$ cat src/rtl/tmr_pkg.sv
package tmr_pkg;
    localparam int CNT_W  = 32;
    localparam int ADDR_W = 8;
    localparam int PSC_W  = 3;
    localparam int CMOD_W = 2;
    localparam int CHM_W  = 4;

    localparam logic [ADDR_W-1:0] OFS_CTRL   = 8'h10;
    localparam logic [ADDR_W-1:0] OFS_COUNT  = 8'h14;
    localparam logic [ADDR_W-1:0] OFS_MODULO = 8'h18;
    localparam logic [ADDR_W-1:0] OFS_STATUS = 8'h1C;
    localparam logic [ADDR_W-1:0] OFS_CHCTL  = 8'h20;
    localparam logic [ADDR_W-1:0] OFS_CMPVAL = 8'h24;

    localparam int CTRL_PSC_LSB  = 0;
    localparam int CTRL_CMOD_LSB = 3;
    localparam int CTRL_OVF_BIT  = 7;
    localparam int CH_MODE_LSB   = 2;
    localparam int CH_IE_BIT     = 6;
    localparam int CH_FLAG_BIT   = 7;
    localparam int STAT_CH0_BIT  = 0;

    localparam logic [CMOD_W-1:0] CMOD_TICK  = 2'd1;
    localparam logic [CHM_W-1:0]  CHM_SWCMP  = 4'h4;

    typedef enum logic {RUN_HALT, RUN_COUNT} run_state_e;
    typedef enum logic {CH_IDLE, CH_SWCMP} chan_state_e;
endpackage

$ cat src/rtl/tmr_prescaler.sv
module tmr_prescaler
    import tmr_pkg::*;
#(
    parameter int P_W = PSC_W
) (
    input  logic           clk,
    input  logic           rst_n,
    input  logic           run,
    input  logic           restart,
    input  logic [P_W-1:0] psc,
    output logic           tick
);
    localparam int DIV_W = (2 ** P_W) - 1;

    logic [DIV_W-1:0] div_cnt;
    logic [DIV_W-1:0] limit;

    // limit = 2^psc - 1; setting 2^P_W-1 wraps the shift to 0 and gives all ones
    always_comb begin
        limit = (DIV_W'(1) << psc) - DIV_W'(1);
        tick  = run && (div_cnt >= limit);
    end

    always_ff @(posedge clk or negedge rst_n) begin
        if (!rst_n) begin
            div_cnt <= '0;
        end else if (!run || restart || tick) begin
            div_cnt <= '0;
        end else begin
            div_cnt <= div_cnt + DIV_W'(1);
        end
    end

    // after a tick, the next one follows at once only when the divide ratio is 1
    p_tick_period_r3: assert property (@(posedge clk) disable iff (!rst_n)
        (tick && run && !restart) |=> (!run || (tick == (limit == '0))));
endmodule

$ cat src/rtl/tmr_counter.sv
module tmr_counter
    import tmr_pkg::*;
#(
    parameter int C_W = CNT_W,
    parameter int M_W = CMOD_W
) (
    input  logic           clk,
    input  logic           rst_n,
    input  logic           ctrl_we,
    input  logic [M_W-1:0] wr_mode,
    input  logic           ovf_w1c,
    input  logic           cnt_clr,
    input  logic           tick,
    input  logic [C_W-1:0] modulo,
    output logic           run,
    output logic           adv,
    output logic [C_W-1:0] count,
    output logic [C_W-1:0] cnt_next,
    output logic           ovf
);
    run_state_e state, state_nxt;
    logic       wrap;

    // state register
    always_ff @(posedge clk or negedge rst_n) begin
        if (!rst_n) begin
            state <= RUN_HALT;
        end else begin
            state <= state_nxt;
        end
    end

    // transitions: start / stop on control writes
    always_comb begin
        state_nxt = state;
        unique case (state)
            RUN_HALT:  if (ctrl_we && (wr_mode == M_W'(CMOD_TICK)))  state_nxt = RUN_COUNT;
            RUN_COUNT: if (ctrl_we && (wr_mode != M_W'(CMOD_TICK)))  state_nxt = RUN_HALT;
            default:   state_nxt = RUN_HALT;
        endcase
    end

    // outputs of the engine
    always_comb begin
        run      = (state == RUN_COUNT);
        adv      = tick && !cnt_clr;
        wrap     = adv && (count == modulo);
        cnt_next = (count == modulo) ? '0 : count + C_W'(1);
    end

    always_ff @(posedge clk or negedge rst_n) begin
        if (!rst_n) begin
            count <= '0;
        end else if (cnt_clr) begin
            count <= '0;
        end else if (adv) begin
            count <= cnt_next;
        end
    end

    always_ff @(posedge clk or negedge rst_n) begin
        if (!rst_n) begin
            ovf <= 1'b0;
        end else if (wrap) begin
            ovf <= 1'b1;
        end else if (ovf_w1c) begin
            ovf <= 1'b0;
        end
    end

    p_halt_hold_r2: assert property (@(posedge clk) disable iff (!rst_n)
        (state == RUN_HALT && !cnt_clr) |=> $stable(count));
    p_step_r2: assert property (@(posedge clk) disable iff (!rst_n)
        (tick && !cnt_clr && (count != modulo)) |=> (count == $past(count) + C_W'(1)));
    p_clear_r4: assert property (@(posedge clk) disable iff (!rst_n)
        cnt_clr |=> (count == '0));
    p_wrap_r5: assert property (@(posedge clk) disable iff (!rst_n)
        (tick && !cnt_clr && (count == modulo)) |=> (count == '0 && ovf));
    p_ovf_w1c_r6: assert property (@(posedge clk) disable iff (!rst_n)
        (ovf_w1c && !(tick && !cnt_clr && (count == modulo))) |=> !ovf);
    p_ovf_set_wins_r7: assert property (@(posedge clk) disable iff (!rst_n)
        (ovf_w1c && tick && !cnt_clr && (count == modulo)) |=> ovf);
endmodule

$ cat src/rtl/tmr_compare.sv
module tmr_compare
    import tmr_pkg::*;
#(
    parameter int C_W = CNT_W,
    parameter int H_W = CHM_W
) (
    input  logic           clk,
    input  logic           rst_n,
    input  logic           chctl_we,
    input  logic [H_W-1:0] wr_mode,
    input  logic           flag_w1c,
    input  logic           adv,
    input  logic [C_W-1:0] cnt_next,
    input  logic [C_W-1:0] cmp_val,
    output logic           armed,
    output logic           flag
);
    chan_state_e state, state_nxt;
    logic        match;

    // state register
    always_ff @(posedge clk or negedge rst_n) begin
        if (!rst_n) begin
            state <= CH_IDLE;
        end else begin
            state <= state_nxt;
        end
    end

    // transitions: arm / disarm on channel-control writes
    always_comb begin
        state_nxt = state;
        unique case (state)
            CH_IDLE:  if (chctl_we && (wr_mode == H_W'(CHM_SWCMP)))  state_nxt = CH_SWCMP;
            CH_SWCMP: if (chctl_we && (wr_mode != H_W'(CHM_SWCMP)))  state_nxt = CH_IDLE;
            default:  state_nxt = CH_IDLE;
        endcase
    end

    // outputs of the channel
    always_comb begin
        armed = (state == CH_SWCMP);
        match = armed && adv && (cnt_next == cmp_val);
    end

    always_ff @(posedge clk or negedge rst_n) begin
        if (!rst_n) begin
            flag <= 1'b0;
        end else if (match) begin
            flag <= 1'b1;
        end else if (flag_w1c) begin
            flag <= 1'b0;
        end
    end

    p_match_sets_flag_r8: assert property (@(posedge clk) disable iff (!rst_n)
        match |=> flag);
    p_idle_no_set_r8: assert property (@(posedge clk) disable iff (!rst_n)
        (!armed && !flag) |=> !flag);
    p_flag_sticky_r9: assert property (@(posedge clk) disable iff (!rst_n)
        (flag && !flag_w1c) |=> flag);
    p_flag_set_wins_r7: assert property (@(posedge clk) disable iff (!rst_n)
        (flag_w1c && match) |=> flag);
endmodule

$ cat src/rtl/tick_cmp_timer.sv
module tick_cmp_timer
    import tmr_pkg::*;
#(
    parameter int C_W = CNT_W,
    parameter int A_W = ADDR_W,
    parameter int P_W = PSC_W
) (
    input  logic           clk,
    input  logic           rst_n,
    input  logic [A_W-1:0] bus_addr,
    input  logic           bus_we,
    input  logic [31:0]    bus_wdata,
    output logic [31:0]    bus_rdata,
    output logic           irq
);
    localparam int M_W = CMOD_W;
    localparam int H_W = CHM_W;

    logic           we_ctrl, we_count, we_mod, we_stat, we_chctl, we_cmp;
    logic [P_W-1:0] psc_q;
    logic [M_W-1:0] cmod_q;
    logic [C_W-1:0] modulo_q, cmp_q;
    logic [H_W-1:0] chmode_q;
    logic           ie_q;
    logic           run, adv, tick, ovf, ch_flag, armed, ch_w1c;
    logic [C_W-1:0] count, cnt_next;

    // write decode
    always_comb begin
        we_ctrl  = bus_we && (bus_addr == A_W'(OFS_CTRL));
        we_count = bus_we && (bus_addr == A_W'(OFS_COUNT));
        we_mod   = bus_we && (bus_addr == A_W'(OFS_MODULO));
        we_stat  = bus_we && (bus_addr == A_W'(OFS_STATUS));
        we_chctl = bus_we && (bus_addr == A_W'(OFS_CHCTL));
        we_cmp   = bus_we && (bus_addr == A_W'(OFS_CMPVAL));
        ch_w1c   = (we_stat && bus_wdata[STAT_CH0_BIT]) ||
                   (we_chctl && bus_wdata[CH_FLAG_BIT]);
    end

    // configuration registers
    always_ff @(posedge clk or negedge rst_n) begin
        if (!rst_n) begin
            psc_q    <= '0;
            cmod_q   <= '0;
            modulo_q <= '1;
            chmode_q <= '0;
            ie_q     <= 1'b0;
            cmp_q    <= '0;
        end else begin
            if (we_ctrl) begin
                psc_q  <= bus_wdata[CTRL_PSC_LSB +: P_W];
                cmod_q <= bus_wdata[CTRL_CMOD_LSB +: M_W];
            end
            if (we_mod)   modulo_q <= bus_wdata[C_W-1:0];
            if (we_chctl) begin
                chmode_q <= bus_wdata[CH_MODE_LSB +: H_W];
                ie_q     <= bus_wdata[CH_IE_BIT];
            end
            if (we_cmp)   cmp_q <= bus_wdata[C_W-1:0];
        end
    end

    tmr_prescaler #(.P_W(P_W)) u_psc (
        .clk     (clk),
        .rst_n   (rst_n),
        .run     (run),
        .restart (we_count),
        .psc     (psc_q),
        .tick    (tick)
    );

    tmr_counter #(.C_W(C_W), .M_W(M_W)) u_cnt (
        .clk      (clk),
        .rst_n    (rst_n),
        .ctrl_we  (we_ctrl),
        .wr_mode  (bus_wdata[CTRL_CMOD_LSB +: M_W]),
        .ovf_w1c  (we_ctrl && bus_wdata[CTRL_OVF_BIT]),
        .cnt_clr  (we_count),
        .tick     (tick),
        .modulo   (modulo_q),
        .run      (run),
        .adv      (adv),
        .count    (count),
        .cnt_next (cnt_next),
        .ovf      (ovf)
    );

    tmr_compare #(.C_W(C_W), .H_W(H_W)) u_cmp (
        .clk      (clk),
        .rst_n    (rst_n),
        .chctl_we (we_chctl),
        .wr_mode  (bus_wdata[CH_MODE_LSB +: H_W]),
        .flag_w1c (ch_w1c),
        .adv      (adv),
        .cnt_next (cnt_next),
        .cmp_val  (cmp_q),
        .armed    (armed),
        .flag     (ch_flag)
    );

    // read mux
    always_comb begin
        bus_rdata = '0;
        unique case (bus_addr)
            A_W'(OFS_CTRL): begin
                bus_rdata[CTRL_PSC_LSB +: P_W]  = psc_q;
                bus_rdata[CTRL_CMOD_LSB +: M_W] = cmod_q;
                bus_rdata[CTRL_OVF_BIT]         = ovf;
            end
            A_W'(OFS_COUNT):  bus_rdata[C_W-1:0] = count;
            A_W'(OFS_MODULO): bus_rdata[C_W-1:0] = modulo_q;
            A_W'(OFS_STATUS): bus_rdata[STAT_CH0_BIT] = ch_flag;
            A_W'(OFS_CHCTL): begin
                bus_rdata[CH_MODE_LSB +: H_W] = chmode_q;
                bus_rdata[CH_IE_BIT]          = ie_q;
                bus_rdata[CH_FLAG_BIT]        = ch_flag;
            end
            A_W'(OFS_CMPVAL): bus_rdata[C_W-1:0] = cmp_q;
            default:          bus_rdata = '0;
        endcase
    end

    assign irq = ch_flag && ie_q;

    // the engine runs exactly when the stored counter mode selects ticking
    p_run_mode_r2: assert property (@(posedge clk) disable iff (!rst_n)
        run == (cmod_q == M_W'(CMOD_TICK)));
    // the channel is armed exactly when the stored channel mode is software compare
    p_armed_mode_r8: assert property (@(posedge clk) disable iff (!rst_n)
        armed == (chmode_q == H_W'(CHM_SWCMP)));
    // a masked channel never requests an interrupt
    p_irq_masked_r10: assert property (@(posedge clk) disable iff (!rst_n)
        !ie_q |-> !irq);
endmodule

$ cat config.mk
export PLATFORM = sky130hd
export DESIGN_NAME = tick_cmp_timer
export DESIGN_NICKNAME = d
export VERILOG_FILES = /design/src/rtl/tmr_pkg.sv /design/src/rtl/tmr_prescaler.sv /design/src/rtl/tmr_counter.sv /design/src/rtl/tmr_compare.sv /design/src/rtl/tick_cmp_timer.sv
export SDC_FILE = /design/constraint.sdc
export NUM_CORES = 1
export LEC_CHECK = 0
export ABC_AREA = 1
export BUFFER_PORTS_ARGS = -buffer_cell sky130_fd_sc_hd__buf_4
export CORE_AREA = 2 2 135 190
export DETAILED_ROUTE_END_ITERATION = 8
export DIE_AREA = 0 0 137 192
export HOLD_SLACK_MARGIN = 0.05
export PLACE_DENSITY_LB_ADDON = 0.05
export SYNTH_ARGS = -nofsm -noshare
export SYNTH_HDL_FRONTEND = slang
export SYNTH_SLANG_ARGS = --single-unit
export TNS_END_PERCENT = 100
$ cat constraint.sdc
create_clock -name clk -period 4.75 [get_ports clk]
set_input_delay 0.2375 -clock clk [delete_from_list [all_inputs] [get_ports clk]]
set_output_delay 0.2375 -clock clk [all_outputs]
set_load 0.1 [all_outputs]
==> results.py, run 1 <==
metrics = {
    "status": {
        "status": "finished clean",
    },
    "route": {
        "postRouteAntennaNets": 0,
        "drc": 0,
        "drtIter0Drc": 402,
        "finalWirelength_um": 25200,
        "wl_per_cell_um": 17.7,
        "num_vias": 6772,
        "drt_pass1_iterations": 4,
        "vias_per_cell": 4.75,
    },
    "cts": {
        "cts_post_setup_buffers_inserted": 0,
        "clk_latency_ps": 430,
        "cts_hold_buf": 19,
        "cts_resized": 0,
        "clk_pin_slew_worst_paths_ps": 60,
        "cts_buffers": 17,
        "cts_sinks": 117,
        "cts_tree": "yes",
        "root_buffer": "clkbuf_16",
        "ctsLongestPathBuffers": 2,
        "cts_htree_levels": 4,
    },
    "yosys": {
        "ys_warn_count": 0,
        "synth_cells": 1012,
        "yosys-top-cells-area": "dfrtp_1 (29%), nand2_1 (17%), dfstp_2 (12%)",
        "synth_top_area_share_pct": 29.3,
        "syn_avg_cell_area_um2": 7.18,
        "ys_types": 38,
        "synth.largest_area_cell": "dfrtp_1",
        "ys_seq_area_share_pct": 40.8,
        "syn_nets": 1065,
        "synthesis.area_um2": 7270,
        "synth-seq-cells": 117,
    },
    "floorplan": {
        "num_rows": 68,
        "die_width_um": 137,
        "start_util_pct": 29.7,
        "dieArea_um2": 26300,
        "ios": 76,
        "coreArea_um2": 24500,
        "die_h_um": 192,
    },
    "sta": {
        "slew_headroom_pct": 41.5,
        "period_minus_slack_ps": 3270,
        "slew_viol_final": 0,
        "worst_slew_pin_slew_ps": 878,
        "clock-skew-final_ps": 11.1,
        "setup_viol_count_final": 0,
        "fin_crit_sh_pct": 68.8,
        "grt_setup_unrepaired": "false",
        "finalSetupTns_ps": 0,
        "finalWorstSetupSlack_ps": 1480,
        "fmax_ghz": 0.306,
        "hold_violations": 0,
    },
    "layout": {
        "final_nets": 1151,
        "final_cell_mix": "nand2_1 (323), inv_1 (140), o21ai_0 (90), dfrtp_1 (85), buf_4 (85)",
        "drive_gt1_share_pct": 15.3,
        "area_growth_pct": 23.1,
        "insertedDiodeCount": 0,
        "nFillCells": 2669,
        "final_common_cell": "nand2_1",
    },
    "worst_setup_path": {
        "cp-end-kind": "flop",
        "cp_top_family": "buffers and inverters",
        "start_kind": "flop",
        "ff2ff_path_depth": 14,
        "rrSetupSlack_ps": 1480,
        "cp_num_buf_inv": 3,
        "crit_type": "reg -> reg",
        "regToRegStartpoint": "psc_q[1]",
        "required_ps": 5040,
        "path_cells": "inv_1 > nand3_1 > ha_1 > o21ai_0 > o21ai_0 > o211ai_1 > ha_1 > a21oi_1 > nand4_1 > nand2_1 > nor2_1 > inv_1 > buf_4 > o22ai_1",
        "arrival_ps": 3550,
        "reg2reg_to": "u_cnt.count[17]",
        "slowest_delay_ps": 520,
        "crit_slowest_cell": "inv_1",
        "crit_path_max_fanout": 18,
    },
    "hold_path": {
        "min_from": "bus_wdata[13]",
        "hold_path_end": "modulo_q[13]",
        "hold_path_depth": 3,
        "hp-class": "in -> reg",
    },
    "grt": {
        "grt_pass1_wl_um": 39800,
        "gr-total-overflow": 0,
        "antenna_found_initial": 0,
        "grt_pass1_vias": 7011,
        "gr-usage-all-layers_pct": 20.2,
        "grt_max_degree": 65,
    },
    "power": {
        "p_int_mw": 2.17,
        "p_sw_share_pct": 32.4,
        "switchingPower_mw": 1.04,
        "p_per_area_nw_per_um2": 358,
        "p_leak_nw": 4.39,
        "power_frac_clock_pct": 42.3,
        "pwr-share-comb_pct": 22.5,
        "sequentialPowerShare_pct": 35.3,
        "peakVddDrop_mv": 0.239,
    },
    "placement": {
        "portBuffers": 75,
        "dp_slack_ps": 1500,
        "gp_congestion": 0.796,
        "dp_hpwl_um": 18500,
    },
    "run": {
        "max-cap-violations": 0,
    },
}
[routing by layer]
| layer | vias to the layer above | part of all wire, % | GRT usage (%) |
|---|---|---|---|
| met5 | - | 0 | 0 |
| met4 | 0 | 2.2 | 6.78 |
| met3 | 36 | 2.9 | 3.19 |
| met2 | 110 | 53 | 36.9 |
| met1 | 3195 | 42 | 23.6 |
| li1 | 3431 | - | - |
[power groups by stage]
stage	Clock, mW	Sequential (mW)	Combinational [mW]
global placement	0	1.15	0.717
CTS	1.39	1.13	0.730
global route	1.42	1.14	0.830
floorplan	0	1.12	0.515
detailed placement	0	1.15	0.714
finish	1.36	1.13	0.721
[cells in the mapped netlist]
cell type and n:
clkinv_1 1, nor2_4 3, nand3_1 49, nor3_2 1, nand3_2 2, nand3b_1 2
o2111ai_1 1, nand2_1 326, xor2_2 1, clkbuf_1 25, xor2_1 23, a21boi_0 1
nand2_2 4, inv_1 140, o221ai_1 24, nor3b_1 2, ha_1 10, a221oi_1 6
o41ai_1 1, buf_4 3, dfstp_2 32, o211ai_1 3, or2_2 1, buf_2 6
nor4_1 2, xnor2_1 27, nor2_1 71, inv_2 2, nand4_1 10, o21ai_0 90
buf_1 2, nor3_4 1, o22ai_1 33, dfrtp_1 85, nor2_2 3, a21oi_1 6
clkbuf_2 1, nor3_1 12
[worst max path at each step]
stage,start,end,cells after the start
global route,psc_q[1],u_cnt.count[19],17
global placement,psc_q[1],u_cnt.count[19],14
CTS,psc_q[1],u_cnt.count[19],14
detailed placement,psc_q[1],u_cnt.count[17],14
finish,psc_q[1],u_cnt.count[17],14
floorplan,bus_addr[1],bus_rdata[5],7
[registers in the layout, summed over array words and instances, names as in the netlist, named ones only]
signal / flops
ie_q: 1
cmp_q: 32
chmode_q: 4
u_cmp.flag: 1
u_cnt.ovf: 1
cmod_q: 2
psc_q: 3
modulo_q: 32
u_cnt.count: 32
u_psc.div_cnt: 7
[through the flow]
step | util [%] | std cells | hold WS, ps | area (µm²) | power [mW]
after floorplan | - | 1012 | -58.1 | 7270 | 1.63
after global placement | 33.3 | 1375 | 159 | 8150 | 1.87
after detailed placement | 33.3 | 1375 | 153 | 8150 | 1.86
after CTS | 36.5 | 1426 | 50.0 | 8950 | 3.25
after global routing | 36.5 | 1426 | 71.5 | 8950 | 3.39
final | 36.5 | 1426 | 64.4 | 8950 | 3.21
[final cells by class]
cell class / count / area, µm² / area share, %
Inverter: 143 / 537 / 6.00
Tap cell: 315 / 394 / 4.40
Clock inverter: 13 / 156 / 1.75
Multi-Input combinational cell: 715 / 3610 / 40.4
Clock buffer: 19 / 453 / 5.06
Timing Repair Buffer: 104 / 828 / 9.25
Sequential cell: 117 / 2970 / 33.2
[kinds of logic (layout without fill, tap and decap cells)]
kind of cell	after synthesis	count (layout)	share of synthesized area, %
fa+ha+maj	10	10	1.72
simple gates	489	489	27.9
compound gates	165	165	13.7
buf+inv	180	279	9.57
xor+xnor	51	51	6.25
flops	117	117	40.8
[worst min-delay path, delay by kind of cell]
kind | cells | cell delay [ps]
AO/OA/AOI/OAI | 1 | 80
buffers and inverters | 2 | 160
(Power assumes the default switching activity.)
==> inputs of run 2 (changes only) <==
==> constraint.sdc (replaced) <==
create_clock -name clk -period 2.7 [get_ports clk]
set_input_delay 0.135 -clock clk [delete_from_list [all_inputs] [get_ports clk]]
set_output_delay 0.135 -clock clk [all_outputs]
set_load 0.1 [all_outputs]
==> run 2 against run 1 <==
  * First-iteration DRC count shrank 27%
  * Worst setup slack lost 1400 ps
  * Wire length up 1.7%
  * Sequential power increased by 76%
  * Sequential share of layout area is 2.0 points lower
  * Largest power group unchanged
==> results.py, run 2 (synthesis gave the netlist of run 1 again) <==
metrics = {
    "layout": {
        "insertedDiodeCount": 0,
        "final_common_cell": "nand2_1",
        "multi_input_comb_area_um2": 3770,
        "final_nets": 1189,
        "regArea_um2": 2970,
        "finish.utilization_pct": 39.0,
        "final_cell_mix": "nand2_1 (322), inv_1 (138), buf_4 (99), dfrtp_1 (84), o21ai_0 (82)",
        "drive_gt1_share_pct": 19.2,
        "reg_top3": "cmp_q: 32 flops, modulo_q: 32 flops, u_cnt.count: 32 flops",
        "area_growth_pct": 31.3,
        "nFillCells": 2653,
    },
    "sta": {
        "hold_violations": 0,
        "grt_setup_unrepaired": "true",
        "worst_slew_pin_slew_ps": 651,
        "period_minus_slack_ps": 2640,
        "slew_headroom_pct": 56.2,
        "fmax_ghz": 0.379,
        "setup_viol_count_final": 0,
        "fin_crit_sh_pct": 97.8,
        "slew_viol_final": 0,
        "clock-skew-final_ps": 12.7,
    },
    "hold_path": {
        "min_from": "bus_we",
        "hold_path_depth": 4,
        "hold_path_end": "u_cmp.flag",
        "hp-class": "in -> reg",
    },
    "worst_setup_path": {
        "ff2ff_path_depth": 16,
        "start_kind": "flop",
        "arrival_ps": 2990,
        "crit_path_max_fanout": 15,
        "regToRegStartpoint": "psc_q[0]",
        "rrSetupSlack_ps": 60,
        "cp-end-kind": "flop",
        "reg2reg_to": "u_cnt.count[14]",
        "crit_type": "reg -> reg",
        "required_ps": 3050,
    },
    "cts": {
        "cts_htree_levels": 4,
        "root_buffer": "clkbuf_16",
        "cts_sinks": 117,
        "cts_buffers": 17,
        "cts_tree": "yes",
        "clk_pin_slew_worst_paths_ps": 60,
        "clk_latency_ps": 440,
        "ctsLongestPathBuffers": 2,
    },
    "route": {
        "postRouteAntennaNets": 0,
        "drtIter0Drc": 292,
        "vias_per_cell": 4.73,
        "wl_per_cell_um": 17.5,
        "drc": 0,
        "finalWirelength_um": 25600,
        "num_vias": 6932,
        "drt_pass1_iterations": 4,
    },
    "placement": {
        "dp_hpwl_um": 18700,
        "portBuffers": 75,
        "gp_congestion": 0.808,
    },
    "floorplan": {
        "ios": 76,
        "num_rows": 68,
        "coreArea_um2": 24500,
        "die_width_um": 137,
        "dieArea_um2": 26300,
        "start_util_pct": 29.7,
        "die_h_um": 192,
    },
    "grt": {
        "grt_pass1_vias": 6844,
        "grt_max_degree": 65,
        "gr-total-overflow": 0,
        "grt_pass1_wl_um": 39000,
        "gr-usage-all-layers_pct": 19.9,
        "antenna_found_initial": 0,
    },
    "run": {
        "max-cap-violations": 0,
    },
    "power": {
        "p_leak_nw": 4.65,
        "finalPower_mw": 5.86,
        "p_per_area_nw_per_um2": 614,
        "peakVddDrop_mv": 0.467,
    },
    "status": {
        "status": "finished clean",
    },
}
==> run 2: cell types whose count changed in the layout (fill, tap and decap cells not counted), moves of 4 or more <==
cell           change
buf_12             +4
clkinvlp_4         -4
buf_4             +14
o21ai_1            +7
o21ai_0            -8
o22ai_1           -19
o22ai_2           +19
dlygate4sd3_1     +16
==> run 2: through the flow <==
step	hold slack (ps)	TNS, ps	worst slack [ps]	instances	area (µm²)
floorplan	-161	-300	-150	1012	7270
global placement	65.5	0	26.4	1388	8300
detailed placement	60.3	-63.4	-41.7	1388	8300
CTS	122	0	28.4	1455	9290
global route	165	-2190	-91.4	1464	9540
finish	138	0	60.3	1464	9540
==> run 2: layer usage <==
layer	global-route usage, %	routed length, µm	up-vias
met1	24.2	11000	3273
met4	6.42	494	0
met2	35.6	13400	113
li1	-	-	3518
met3	3.19	733	28
met5	0	0	-
==> run 2: worst max-delay path by stage <==
stage	endpoint	slack, ps	start
global placement	u_psc.div_cnt[3]	30	psc_q[1]
global route	u_cnt.count[27]	-90	psc_q[0]
floorplan	bus_rdata[0]	-150	bus_addr[1]
CTS	u_psc.div_cnt[4]	30	psc_q[1]
detailed placement	u_psc.div_cnt[4]	-40	psc_q[1]
finish	u_cnt.count[14]	60	psc_q[0]
==> run 2: where the power goes <==
part | leakage [nW] | total, mW | internal (mW) | switching (mW)
combinational | 3.00 | 1.37 | 0.513 | 0.858
sequential | 1.34 | 1.99 | 1.87 | 0.122
clock | 0.313 | 2.50 | 1.64 | 0.861
total | 4.65 | 5.86 | 4.02 | 1.84
==> run 2: final cells by class <==
class                           instances  share of cell area [%]
Clock buffer                           23                    5.11
Timing Repair Buffer                  142                    12.9
Inverter                              143                    5.65
Multi-Input combinational cell        715                    39.5
Sequential cell                       117                    31.1
Tap cell                              315                    4.13
Clock inverter                          9                    1.55
==> run 2: worst max-delay path: stages (launching register included) <==
cell and delay [ps]:
dfrtp_1 420, nor2_2 150, nand2_1 90, ha_2 210, o21ai_2 70, o21ai_1 90
o211ai_1 120, ha_1 310, buf_4 150, a21oi_2 120, nand4_1 80, nand2_1 100
inv_1 70, nor2_4 200, inv_4 90, buf_12 170, o22ai_1 120
==> run 2: what timing repair did <==
action | 4_1_cts | 5_1_grt
setup buffers | 0 | 7
endpoints found under the hold margin | 143 | 0
hold buffers | 35 | 0
pin swaps | 0 | 7
endpoints found under the setup margin | 6 | 41
gates resized for setup | 2 | 39
cloned | 0 | 2
